[config.mk]
export PLATFORM = sky130hd
export DESIGN_NAME = sup_reset_gen
export DESIGN_NICKNAME = d
export VERILOG_FILES = /design/src/rtl/sup_pkg.sv /design/src/rtl/sup_prescaler.sv /design/src/rtl/sup_supply_qual.sv /design/src/rtl/sup_watchdog.sv /design/src/rtl/sup_reset_gen.sv
export SDC_FILE = /design/constraint.sdc
export NUM_CORES = 1
export LEC_CHECK = 0
export BUFFER_PORTS_ARGS = -buffer_cell sky130_fd_sc_hd__buf_2
export CORE_MARGIN = 2
export CORE_UTILIZATION = 48
export DETAILED_ROUTE_END_ITERATION = 8
export GPL_ROUTABILITY_DRIVEN = 0
export MAX_ROUTING_LAYER = met4
export PLACE_DENSITY = 0.69
export SLEW_MARGIN = 15
export SYNTH_ARGS = -nofsm -noshare
export SYNTH_HDL_FRONTEND = slang
export SYNTH_SLANG_ARGS = --single-unit
[constraint.sdc]
create_clock -name clk -period 2 [get_ports clk]
set_input_delay 0.3 -clock clk [delete_from_list [all_inputs] [get_ports clk]]
set_output_delay 0.3 -clock clk [all_outputs]
set_load 0.01 [all_outputs]
[src/rtl/sup_pkg.sv]
package sup_pkg;

  typedef enum logic [1:0] {
    WD_SEL_LONG  = 2'b00,
    WD_SEL_MID   = 2'b01,
    WD_SEL_SHORT = 2'b10,
    WD_SEL_OFF   = 2'b11
  } wd_sel_e;

  // Period in units for a select code; 0 means the watchdog is off.
  function automatic int unsigned wd_limit(input logic [1:0] sel,
                                           input int unsigned lng,
                                           input int unsigned mid,
                                           input int unsigned sht);
    case (wd_sel_e'(sel))
      WD_SEL_LONG:  return lng;
      WD_SEL_MID:   return mid;
      WD_SEL_SHORT: return sht;
      default:      return 0;
    endcase
  endfunction

  function automatic int unsigned max3(input int unsigned a,
                                       input int unsigned b,
                                       input int unsigned c);
    int unsigned m;
    m = (a > b) ? a : b;
    return (m > c) ? m : c;
  endfunction

endpackage

[src/rtl/sup_prescaler.sv]
module sup_prescaler #(
  parameter int unsigned DIV = 2
) (
  input  logic clk,
  input  logic por_n,
  input  logic tick,
  output logic unit
);
  generate
    if (DIV <= 1) begin : g_pass
      assign unit = tick;
    end else begin : g_div
      localparam int unsigned PW = $clog2(DIV);
      logic [PW-1:0] pcnt;
      assign unit = tick && (pcnt == PW'(DIV - 1));
      always_ff @(posedge clk or negedge por_n) begin
        if (!por_n)      pcnt <= '0;
        else if (unit)   pcnt <= '0;
        else if (tick)   pcnt <= pcnt + 1'b1;
      end
    end
  endgenerate
endmodule

[src/rtl/sup_supply_qual.sv]
module sup_supply_qual #(
  parameter int unsigned PUP_UNITS = 5
) (
  input  logic clk,
  input  logic por_n,
  input  logic supply_ok,
  input  logic unit,
  output logic hold
);
  localparam int unsigned QW = $clog2(PUP_UNITS + 1);
  logic [QW-1:0] qcnt;
  logic          q_done;

  assign q_done = hold && unit && (qcnt == QW'(PUP_UNITS - 1));

  always_ff @(posedge clk or negedge por_n) begin
    if (!por_n) begin
      hold <= 1'b1;
      qcnt <= '0;
    end else if (!supply_ok) begin
      hold <= 1'b1;
      qcnt <= '0;
    end else if (q_done) begin
      hold <= 1'b0;
      qcnt <= '0;
    end else if (hold && unit) begin
      qcnt <= qcnt + 1'b1;
    end
  end
endmodule

[src/rtl/sup_watchdog.sv]
module sup_watchdog
  import sup_pkg::*;
#(
  parameter int unsigned WD_LONG_UNITS  = 9,
  parameter int unsigned WD_MID_UNITS   = 6,
  parameter int unsigned WD_SHORT_UNITS = 3,
  parameter int unsigned RST_UNITS      = 4
) (
  input  logic       clk,
  input  logic       por_n,
  input  logic       unit,
  input  logic       kick_cs,
  input  logic [1:0] wd_sel,
  input  logic       sup_hold,
  output logic       wd_rst,
  output logic       wd_expire,
  output logic       kick_fall,
  output logic       wd_idle
);
  localparam int unsigned MAXL = max3(WD_LONG_UNITS, WD_MID_UNITS, WD_SHORT_UNITS);
  localparam int unsigned CW   = $clog2(MAXL + 1);
  localparam int unsigned RW   = $clog2(RST_UNITS + 1);

  logic [CW-1:0] wcnt;
  logic [RW-1:0] rcnt;
  logic          kick_q;
  logic [1:0]    sel_q;
  logic          sel_chg, restart, enabled, rst_active;
  int unsigned   lim;

  assign lim        = wd_limit(wd_sel, WD_LONG_UNITS, WD_MID_UNITS, WD_SHORT_UNITS);
  assign enabled    = (lim != 0);
  assign kick_fall  = kick_q && !kick_cs;
  assign sel_chg    = (sel_q != wd_sel);
  assign restart    = kick_fall || sel_chg;
  assign rst_active = sup_hold || wd_rst;
  assign wd_expire  = !rst_active && !restart && enabled && unit &&
                      (wcnt == CW'(lim - 1));
  assign wd_idle    = (wcnt == '0);

  always_ff @(posedge clk or negedge por_n) begin
    if (!por_n) begin
      kick_q <= 1'b0;
      sel_q  <= 2'b00;
    end else begin
      kick_q <= kick_cs;
      sel_q  <= wd_sel;
    end
  end

  always_ff @(posedge clk or negedge por_n) begin
    if (!por_n)                                 wcnt <= '0;
    else if (rst_active || restart || !enabled) wcnt <= '0;
    else if (wd_expire)                         wcnt <= '0;
    else if (unit)                              wcnt <= wcnt + 1'b1;
  end

  always_ff @(posedge clk or negedge por_n) begin
    if (!por_n) begin
      wd_rst <= 1'b0;
      rcnt   <= '0;
    end else if (wd_expire) begin
      wd_rst <= 1'b1;
      rcnt   <= '0;
    end else if (wd_rst && unit) begin
      if (rcnt == RW'(RST_UNITS - 1)) begin
        wd_rst <= 1'b0;
        rcnt   <= '0;
      end else begin
        rcnt <= rcnt + 1'b1;
      end
    end
  end
endmodule

[src/rtl/sup_reset_gen.sv]
module sup_reset_gen #(
  parameter int unsigned PRESC_DIV      = 2,
  parameter int unsigned PUP_UNITS      = 5,
  parameter int unsigned RST_UNITS      = 4,
  parameter int unsigned WD_LONG_UNITS  = 9,
  parameter int unsigned WD_MID_UNITS   = 6,
  parameter int unsigned WD_SHORT_UNITS = 3
) (
  input  logic       clk,
  input  logic       por_n,
  input  logic       tick,
  input  logic       supply_ok,
  input  logic       kick_cs,
  input  logic [1:0] wd_sel,
  output logic       rst_out,
  output logic       rst_out_n
);
  logic unit_w, sup_hold_w, wd_rst_w, wd_expire_w, kick_fall_w, wd_idle_w;

  sup_prescaler #(.DIV(PRESC_DIV)) u_presc (
    .clk(clk), .por_n(por_n), .tick(tick), .unit(unit_w)
  );

  sup_supply_qual #(.PUP_UNITS(PUP_UNITS)) u_qual (
    .clk(clk), .por_n(por_n), .supply_ok(supply_ok), .unit(unit_w),
    .hold(sup_hold_w)
  );

  sup_watchdog #(
    .WD_LONG_UNITS(WD_LONG_UNITS), .WD_MID_UNITS(WD_MID_UNITS),
    .WD_SHORT_UNITS(WD_SHORT_UNITS), .RST_UNITS(RST_UNITS)
  ) u_wd (
    .clk(clk), .por_n(por_n), .unit(unit_w), .kick_cs(kick_cs),
    .wd_sel(wd_sel), .sup_hold(sup_hold_w), .wd_rst(wd_rst_w),
    .wd_expire(wd_expire_w), .kick_fall(kick_fall_w), .wd_idle(wd_idle_w)
  );

  assign rst_out   = sup_hold_w || wd_rst_w;
  assign rst_out_n = !(sup_hold_w || wd_rst_w);
endmodule

==> impl_metrics.json, run 1 <==
{
  "critPathMaxStageDelay_ns": 0.43,
  "detailed_place_hpwl_um": 1120,
  "ys_types": 27,
  "worst-setup-path-type": "reg -> out",
  "hold_class": "in -> reg",
  "root_buffer": "clkbuf_4",
  "syn_to_final_growth_pct": 12.2,
  "htree_levels": 1,
  "final_area_sq_um": 945,
  "fmax_mhz": 677,
  "crit_arrival_ns": 1.18,
  "hold_viol_final": 0,
  "timing.final.crit_share_pct": 73.8,
  "reg2reg_setup_slack_ns": 0.67,
  "ir_drop_mv": 0.359,
  "boundaryPins": 9,
  "grt_pass1_wl_um": 2560,
  "worst_pin_slew_ns": 0.361,
  "relSlewSlack_pct": 76.0,
  "grt_start_max_net_pins": 17,
  "place_inst": 110,
  "cts_setup_buffers": 0,
  "grt_use_total_pct": 18.2,
  "final_nets": 113,
  "drive_above_1_share_pct": 18.4,
  "crit_fanout": 4,
  "core_area_sq_mm": 0.00169,
  "seqCellArea_sq_um": 402,
  "yosys.area.top_type": "dfrtp_1",
  "maxCapViolCount": 0,
  "die_w_um": 45.9,
  "drc": 0,
  "cts_max_path_buffers": 2,
  "synthCells": 86,
  "via_count": 616,
  "syn_area_sq_um": 842,
  "timing.rr.start": "u_wd.wcnt[0]",
  "firstDrtPassIters": 4,
  "cts_buffers": 3,
  "die-area_sq_mm": 0.00211,
  "cts.sinks": 16,
  "fin_ws_ns": 0.524,
  "clk-insertion-delay-late_ns": 0.29,
  "fp.dieH_um": 45.9,
  "rsz0062_at_grt": "no",
  "num_rows": 15,
  "wl_per_cell_um": 12.6,
  "ant_nets": 0,
  "setup.worst_path.start": "u_wd.wd_rst",
  "p_leak_uw": 0.000447,
  "grt_pass1_vias": 584,
  "drt-met1-wl_um": 708,
  "ys_warn_count": 0,
  "powerDensity_mw_per_mm2": 741,
  "vias_per_cell": 5.36,
  "finalSetupViolCount": 0,
  "multi_input_area_sq_um": 413,
  "synth_seq_area_share_pct": 47.7,
  "placed_area_sq_um": 898,
  "min-delay-start": "kick_cs",
  "required_ns": 1.70,
  "final.setup_skew_ns": 0.00116,
  "grt_overflow": 0,
  "min_period_ns": 1.48,
  "cpMaxStageDelayCell": "dfrtp_1",
  "status": "finished, final reports clean",
  "clkTransAtPathRegs_ns": 0.10,
  "slew_violations": 0,
  "synth_seq_cells": 16,
  "stdcell_count": 115,
  "wl_met3_um": 51,
  "finalPower_uw": 700,
  "port_buffers": 8,
  "ys_top_cells_by_area": "dfrtp_1, ha_1, nand2_1",
  "initial_core_util_pct": 49.9,
  "cp-start-kind": "flip-flop",
  "worstPathCellList": "or2_2 -> inv_1 -> buf_2",
  "top_layer": "met4",
  "synth.avg_cell_area_sq_um": 9.79,
  "first_iter_violations": 8,
  "antenna_found_initial": 0,
  "synth_nets": 100,
  "cp-end-kind": "output pin",
  "n_antenna_cell": 0,
  "n_fill_cell": 162,
  "wl_um": 1450,
  "setup-tns-final_ns": 0,
  "dpl_worst_slack_ns": 0.326,
  "routed-wl-met2_um": 677,
  "synth_top_area_share_pct": 44.6,
  "cts_tree": "done"
}
## worst paths after layout
path | depth (start not counted) | to
min in group asynchronous | 2 | u_wd.sel_q[0]
worst max register to register | 4 | u_wd.rcnt[0]
worst min register to register | 1 | u_presc.g_div.pcnt
worst min-delay path | 1 | u_wd.kick_q
max in group asynchronous | 2 | u_qual.hold
worst max-delay path | 3 | rst_out_n
## metrics by stage
stage | util [%] | hold WS [ns]
3_3_place_gp | 53.2 | 0.232
3_5_place_dp | 53.2 | 0.237
6_report | 55.9 | 0.123
4_1_cts | 55.9 | 0.123
5_1_grt | 55.9 | 0.114
2_1_floorplan | - | 0.00441
## synthesized netlist by cell type
library cell  count
nand4b_1          1
o2111ai_1         1
or3_2             1
a21o_1            1
nand2_1          15
xor2_1            3
ha_1              7
dfrtp_1          15
buf_2             1
o21a_1            1
dfstp_2           1
nor3_2            1
o221ai_2          1
nor2b_1           1
a21oi_1           2
and3_1            1
or2_2             1
inv_1             6
nand4_1           2
and2_2            1
o21bai_1          1
nor3_1            3
o21ai_0           5
a21boi_0          3
nand3_1           2
xnor2_1           3
nor2_1            6
## placed cells by master (no fill, tap or decap), drive strengths merged, types with 2 or more instances in the layout
cell type	instances
a21oi	2
xor2	3
nor3	4
buf	8
clkbuf	4
nor2	6
inv	6
dfrtp	15
nand2	15
xnor2	3
o21ai	5
nand3	2
a21boi	3
ha	7
nand4	2
## power by group
part / internal (uW) / switching (uW)
Sequential: 347 / 20.2
Clock: 111 / 110
Combinational: 42.6 / 69.0
Total: 501 / 199
## sequential cells by signal, summed over array words and instances (netlist names)
name	flops
u_wd.rcnt	3
u_wd.wcnt	4
u_wd.sel_q	2
u_presc.g_div.pcnt	1
u_qual.hold	1
u_wd.wd_rst	1
u_wd.kick_q	1
u_qual.qcnt	3
## kinds of logic after synthesis
family	synth area share, %
DFF	47.7
adders and majority gates	10.4
buffers and inverters	3.27
xor gates and xnor gates	6.24
and+or+nand+nor	20.1
AOI/OAI and AO/OA	12.3
## per-layer routing
metal,vias to the layer above,global-route usage [%]
met5,-,-
met4,0,8.57
met3,2,3.57
met2,10,28.9
met1,287,22.1
li1,317,-
## area by class of cell
cell class              count  area share (%)
clock buffers               4            3.84
multi-input cells          63            43.7
repair buffers              9            5.30
flip-flops and latches     16            42.5
inverters                   6            2.38
well taps                  17            2.25
## what timing repair did
item,4_1_cts,5_1_grt
hold buffers,1,0
resized for setup,0,0
endpoints found under the hold margin,15,0
## worst max-delay path: cells and delay by family (launching register included)
| family | cells | cell delay, ns |
|---|---|---|
| buffers and inverters | 2 | 0.17 |
| DFF | 1 | 0.43 |
| and+or+nand+nor | 1 | 0.29 |
Note: power is estimated with default switching activity, not from simulation.
==> inputs of run 2 (changes only) <==
--- a/config.mk
+++ b/config.mk
@@ -5,13 +5,14 @@
 export SDC_FILE = /design/constraint.sdc
 export NUM_CORES = 1
 export LEC_CHECK = 0
+export ABC_AREA = 1
 export BUFFER_PORTS_ARGS = -buffer_cell sky130_fd_sc_hd__buf_2
 export CORE_MARGIN = 2
 export CORE_UTILIZATION = 48
 export DETAILED_ROUTE_END_ITERATION = 8
 export GPL_ROUTABILITY_DRIVEN = 0
 export MAX_ROUTING_LAYER = met4
-export PLACE_DENSITY = 0.69
+export PLACE_DENSITY = 0.71
 export SLEW_MARGIN = 15
 export SYNTH_ARGS = -nofsm -noshare
 export SYNTH_HDL_FRONTEND = slang
==> constraint.sdc (replaced) <==
create_clock -name clk -period 1.35 [get_ports clk]
set_input_delay 0.2025 -clock clk [delete_from_list [all_inputs] [get_ports clk]]
set_output_delay 0.2025 -clock clk [all_outputs]
set_load 0.01 [all_outputs]
==> run 2 against run 1 <==
  * Largest power group unchanged
  * Global-route usage hardly changed
  * Count of clock-buffer cells in the layout unchanged
  * Critical endpoint is now u_wd.rcnt[1]
  * Combinational power up 90%
  * Routed wire length grew 20%
  * Flip-flop and latch count did not move
  * Worst hold slack got worse by 0.092 ns
  * Sequential power is 53% higher
==> impl_metrics.json, run 2 <==
{
  "status": "finished, final reports clean",
  "firstDrtPassIters": 4,
  "cts_tree": "done",
  "hold_class": "in -> reg",
  "synth_edf_count": 0,
  "required_ns": 1.53,
  "wl_um": 1750,
  "crit_arrival_ns": 1.49,
  "fp.dieH_um": 47.7,
  "synth_simple_gate_area_share_pct": 29.4,
  "cts.sinks": 16,
  "yosys.area_share.adder_pct": 9.56,
  "reg.largest.list": "u_wd.wcnt (4), u_qual.qcnt (3), u_wd.rcnt (3)",
  "initial_core_util_pct": 51.9,
  "detailed_place_hpwl_um": 1280,
  "n_fill_cell": 163,
  "drc": 0,
  "first_iter_violations": 8,
  "fmax_mhz": 762,
  "synth_commonest_cells": "nand2_1, dfrtp_1, inv_1",
  "drive_above_1_share_pct": 27.0,
  "yosys.area.top_type": "dfrtp_1",
  "ys_warn_count": 0,
  "min_period_ns": 1.31,
  "synth_mux_area_share_pct": 0,
  "port_buffers": 8,
  "die_w_um": 47.7,
  "maxCapViolCount": 0,
  "synth_top_area_share_pct": 41.0,
  "die-area_sq_mm": 0.00227,
  "core_area_sq_mm": 0.00176,
  "whs_endpoint": "u_wd.kick_q",
  "cts_buffers": 3,
  "synth_top_family_by_area": "simple AND/OR/NAND/NOR gates",
  "final_nets": 137,
  "n_antenna_cell": 0,
  "htree_levels": 1,
  "top_layer": "met4",
  "ys_top_cells_by_area": "dfrtp_1, ha_1, nand2_1",
  "dpl_worst_slack_ns": -0.0781,
  "layout_common_cells": "nand2_1, dfrtp_1, inv_1",
  "synth_seq_area_share_pct": 43.9,
  "cp-end-kind": "flip-flop",
  "synth_seq_cells": 16,
  "synth_most_common_cell": "nand2_1",
  "ys.flop_type": "dfrtp_1",
  "drt-met1-wl_um": 697,
  "fin_ws_ns": 0.0372,
  "grt_pass1_wl_um": 2770,
  "worst_pin_slew_ns": 0.368,
  "antenna_found_initial": 0,
  "syn_to_final_growth_pct": 18.6,
  "synthArstFlopShare_pct": 100,
  "final.setup_skew_ns": 0.00113,
  "routed-wl-met2_um": 993,
  "vias_per_cell": 4.88,
  "grt_use_total_pct": 18.2,
  "via_count": 718,
  "timing.rr.start": "u_wd.wd_rst",
  "cp-start-kind": "flip-flop",
  "ant_nets": 0,
  "slew_violations": 0,
  "grt_overflow": 0,
  "crit_fanout": 4,
  "synth.avg_cell_area_sq_um": 8.72,
  "reg2regPathDepth": 8,
  "wl_per_cell_um": 11.9,
  "final_util_pct": 61.6,
  "ys_types": 21,
  "clk-insertion-delay-late_ns": 0.28,
  "finalSetupViolCount": 0,
  "hold_depth": 1,
  "top_register": "u_wd.wcnt",
  "rsz0062_at_grt": "yes",
  "final_common_cell": "nand2_1",
  "p_leak_uw": 0.000598,
  "synth_nets": 119,
  "worst-setup-path-type": "reg -> reg",
  "cts_max_path_buffers": 2,
  "ir_drop_mv": 0.612,
  "grt_start_max_net_pins": 17,
  "hold_viol_final": 0,
  "num_rows": 15,
  "timing.final.crit_share_pct": 97.2,
  "root_buffer": "clkbuf_4",
  "wl_met3_um": 52,
  "finalPower_uw": 1090,
  "largest_register_ffs": 4,
  "reg2reg_setup_slack_ns": 0.04,
  "synth-xor-area-share_pct": 4.78,
  "clkTransAtPathRegs_ns": 0.09,
  "boundaryPins": 9,
  "grt_pass1_vias": 713,
  "r2r-end": "u_wd.rcnt[1]",
  "syn_area_sq_um": 916,
  "powerDensity_mw_per_mm2": 1010,
  "min-delay-start": "kick_cs",
  "relSlewSlack_pct": 75.5,
  "synth_compound_area_share_pct": 6.69,
  "synthCells": 105
}
[run 2: cell types whose count changed after synthesis, sizes merged, moves of 3 or more]
cell    previous run  this run
a21boi             3         0
inv                6        14
nand2             15        28
nand3              2         8
nor2               6        14
nor3               4         1
o21ai              5         8
[run 2: worst max path at each step]
stage / from / slack [ns] / depth (start not counted) / to
after floorplan: wd_sel[0] / 0.15 / 8 / u_wd.rcnt[0]
after global placement: wd_sel[0] / -0.05 / 9 / u_wd.rcnt[0]
after detailed placement: wd_sel[0] / -0.08 / 9 / u_wd.rcnt[0]
after CTS: u_wd.wd_rst / 0.05 / 8 / u_wd.rcnt[0]
after global routing: u_wd.wd_rst / -0.03 / 8 / u_wd.rcnt[0]
final: u_wd.wd_rst / 0.04 / 8 / u_wd.rcnt[1]
[run 2: cell families (layout without fill, tap and decap cells)]
logic type	after synthesis	in the layout
XOR/XNOR	5	5
flip-flops	16	16
AND/OR/NAND/NOR	53	53
buffers and inverters	14	31
adder cells (fa/ha/maj)	7	7
AO/OA/AOI/OAI	10	10
[run 2: worst max-delay path, stage by stage (launching register included)]
cell     delay [ns]
dfrtp_1        0.43
nor2_4         0.15
nand2_2        0.08
nor2_4         0.10
nand2_4        0.09
nor2_8         0.17
nand2_4        0.08
nand3_2        0.06
nand2_1        0.06
[run 2: where the power goes]
group,total [uW],internal [uW],switching [uW]
Clock,318,164,154
Sequential,563,523,39.8
Combinational,213,82.2,131
Total,1090,769,325
[run 2: through the flow]
step	setup TNS (ns)	hold slack [ns]	instances	area, sq um
6_report	0	0.0310	147	1090
4_1_cts	0	0.0210	146	1060
3_3_place_gp	-0.0965	0.138	141	1010
5_1_grt	-0.0736	0.0241	147	1090
2_1_floorplan	0	-0.0931	105	916
3_5_place_dp	-0.301	0.138	141	1010
[run 2: final cells by class]
cell class / count / area (sq um) / share of cell area (%)
multi-input combinational: 75 / 484 / 44.6
sequential: 16 / 402 / 37.0
timing repair buffer: 13 / 80.1 / 7.37
inverter: 14 / 52.6 / 4.84
clock buffer: 4 / 36.3 / 3.34
tap: 25 / 31.3 / 2.88
[run 2: routing by layer]
layer | global-route usage [%] | vias to the layer above
met5 | - | -
met4 | 7.57 | 0
met3 | 2.64 | 2
met2 | 34.7 | 13
met1 | 17.9 | 338
li1 | - | 365
[run 2: repair_timing]
item                                   in CTS  in global routing
hold buffers                                1                  0
resized for setup                           0                  5
setup endpoints to repair                   0                  3
setup buffers                               0                  1
endpoints found under the hold margin      15                  0
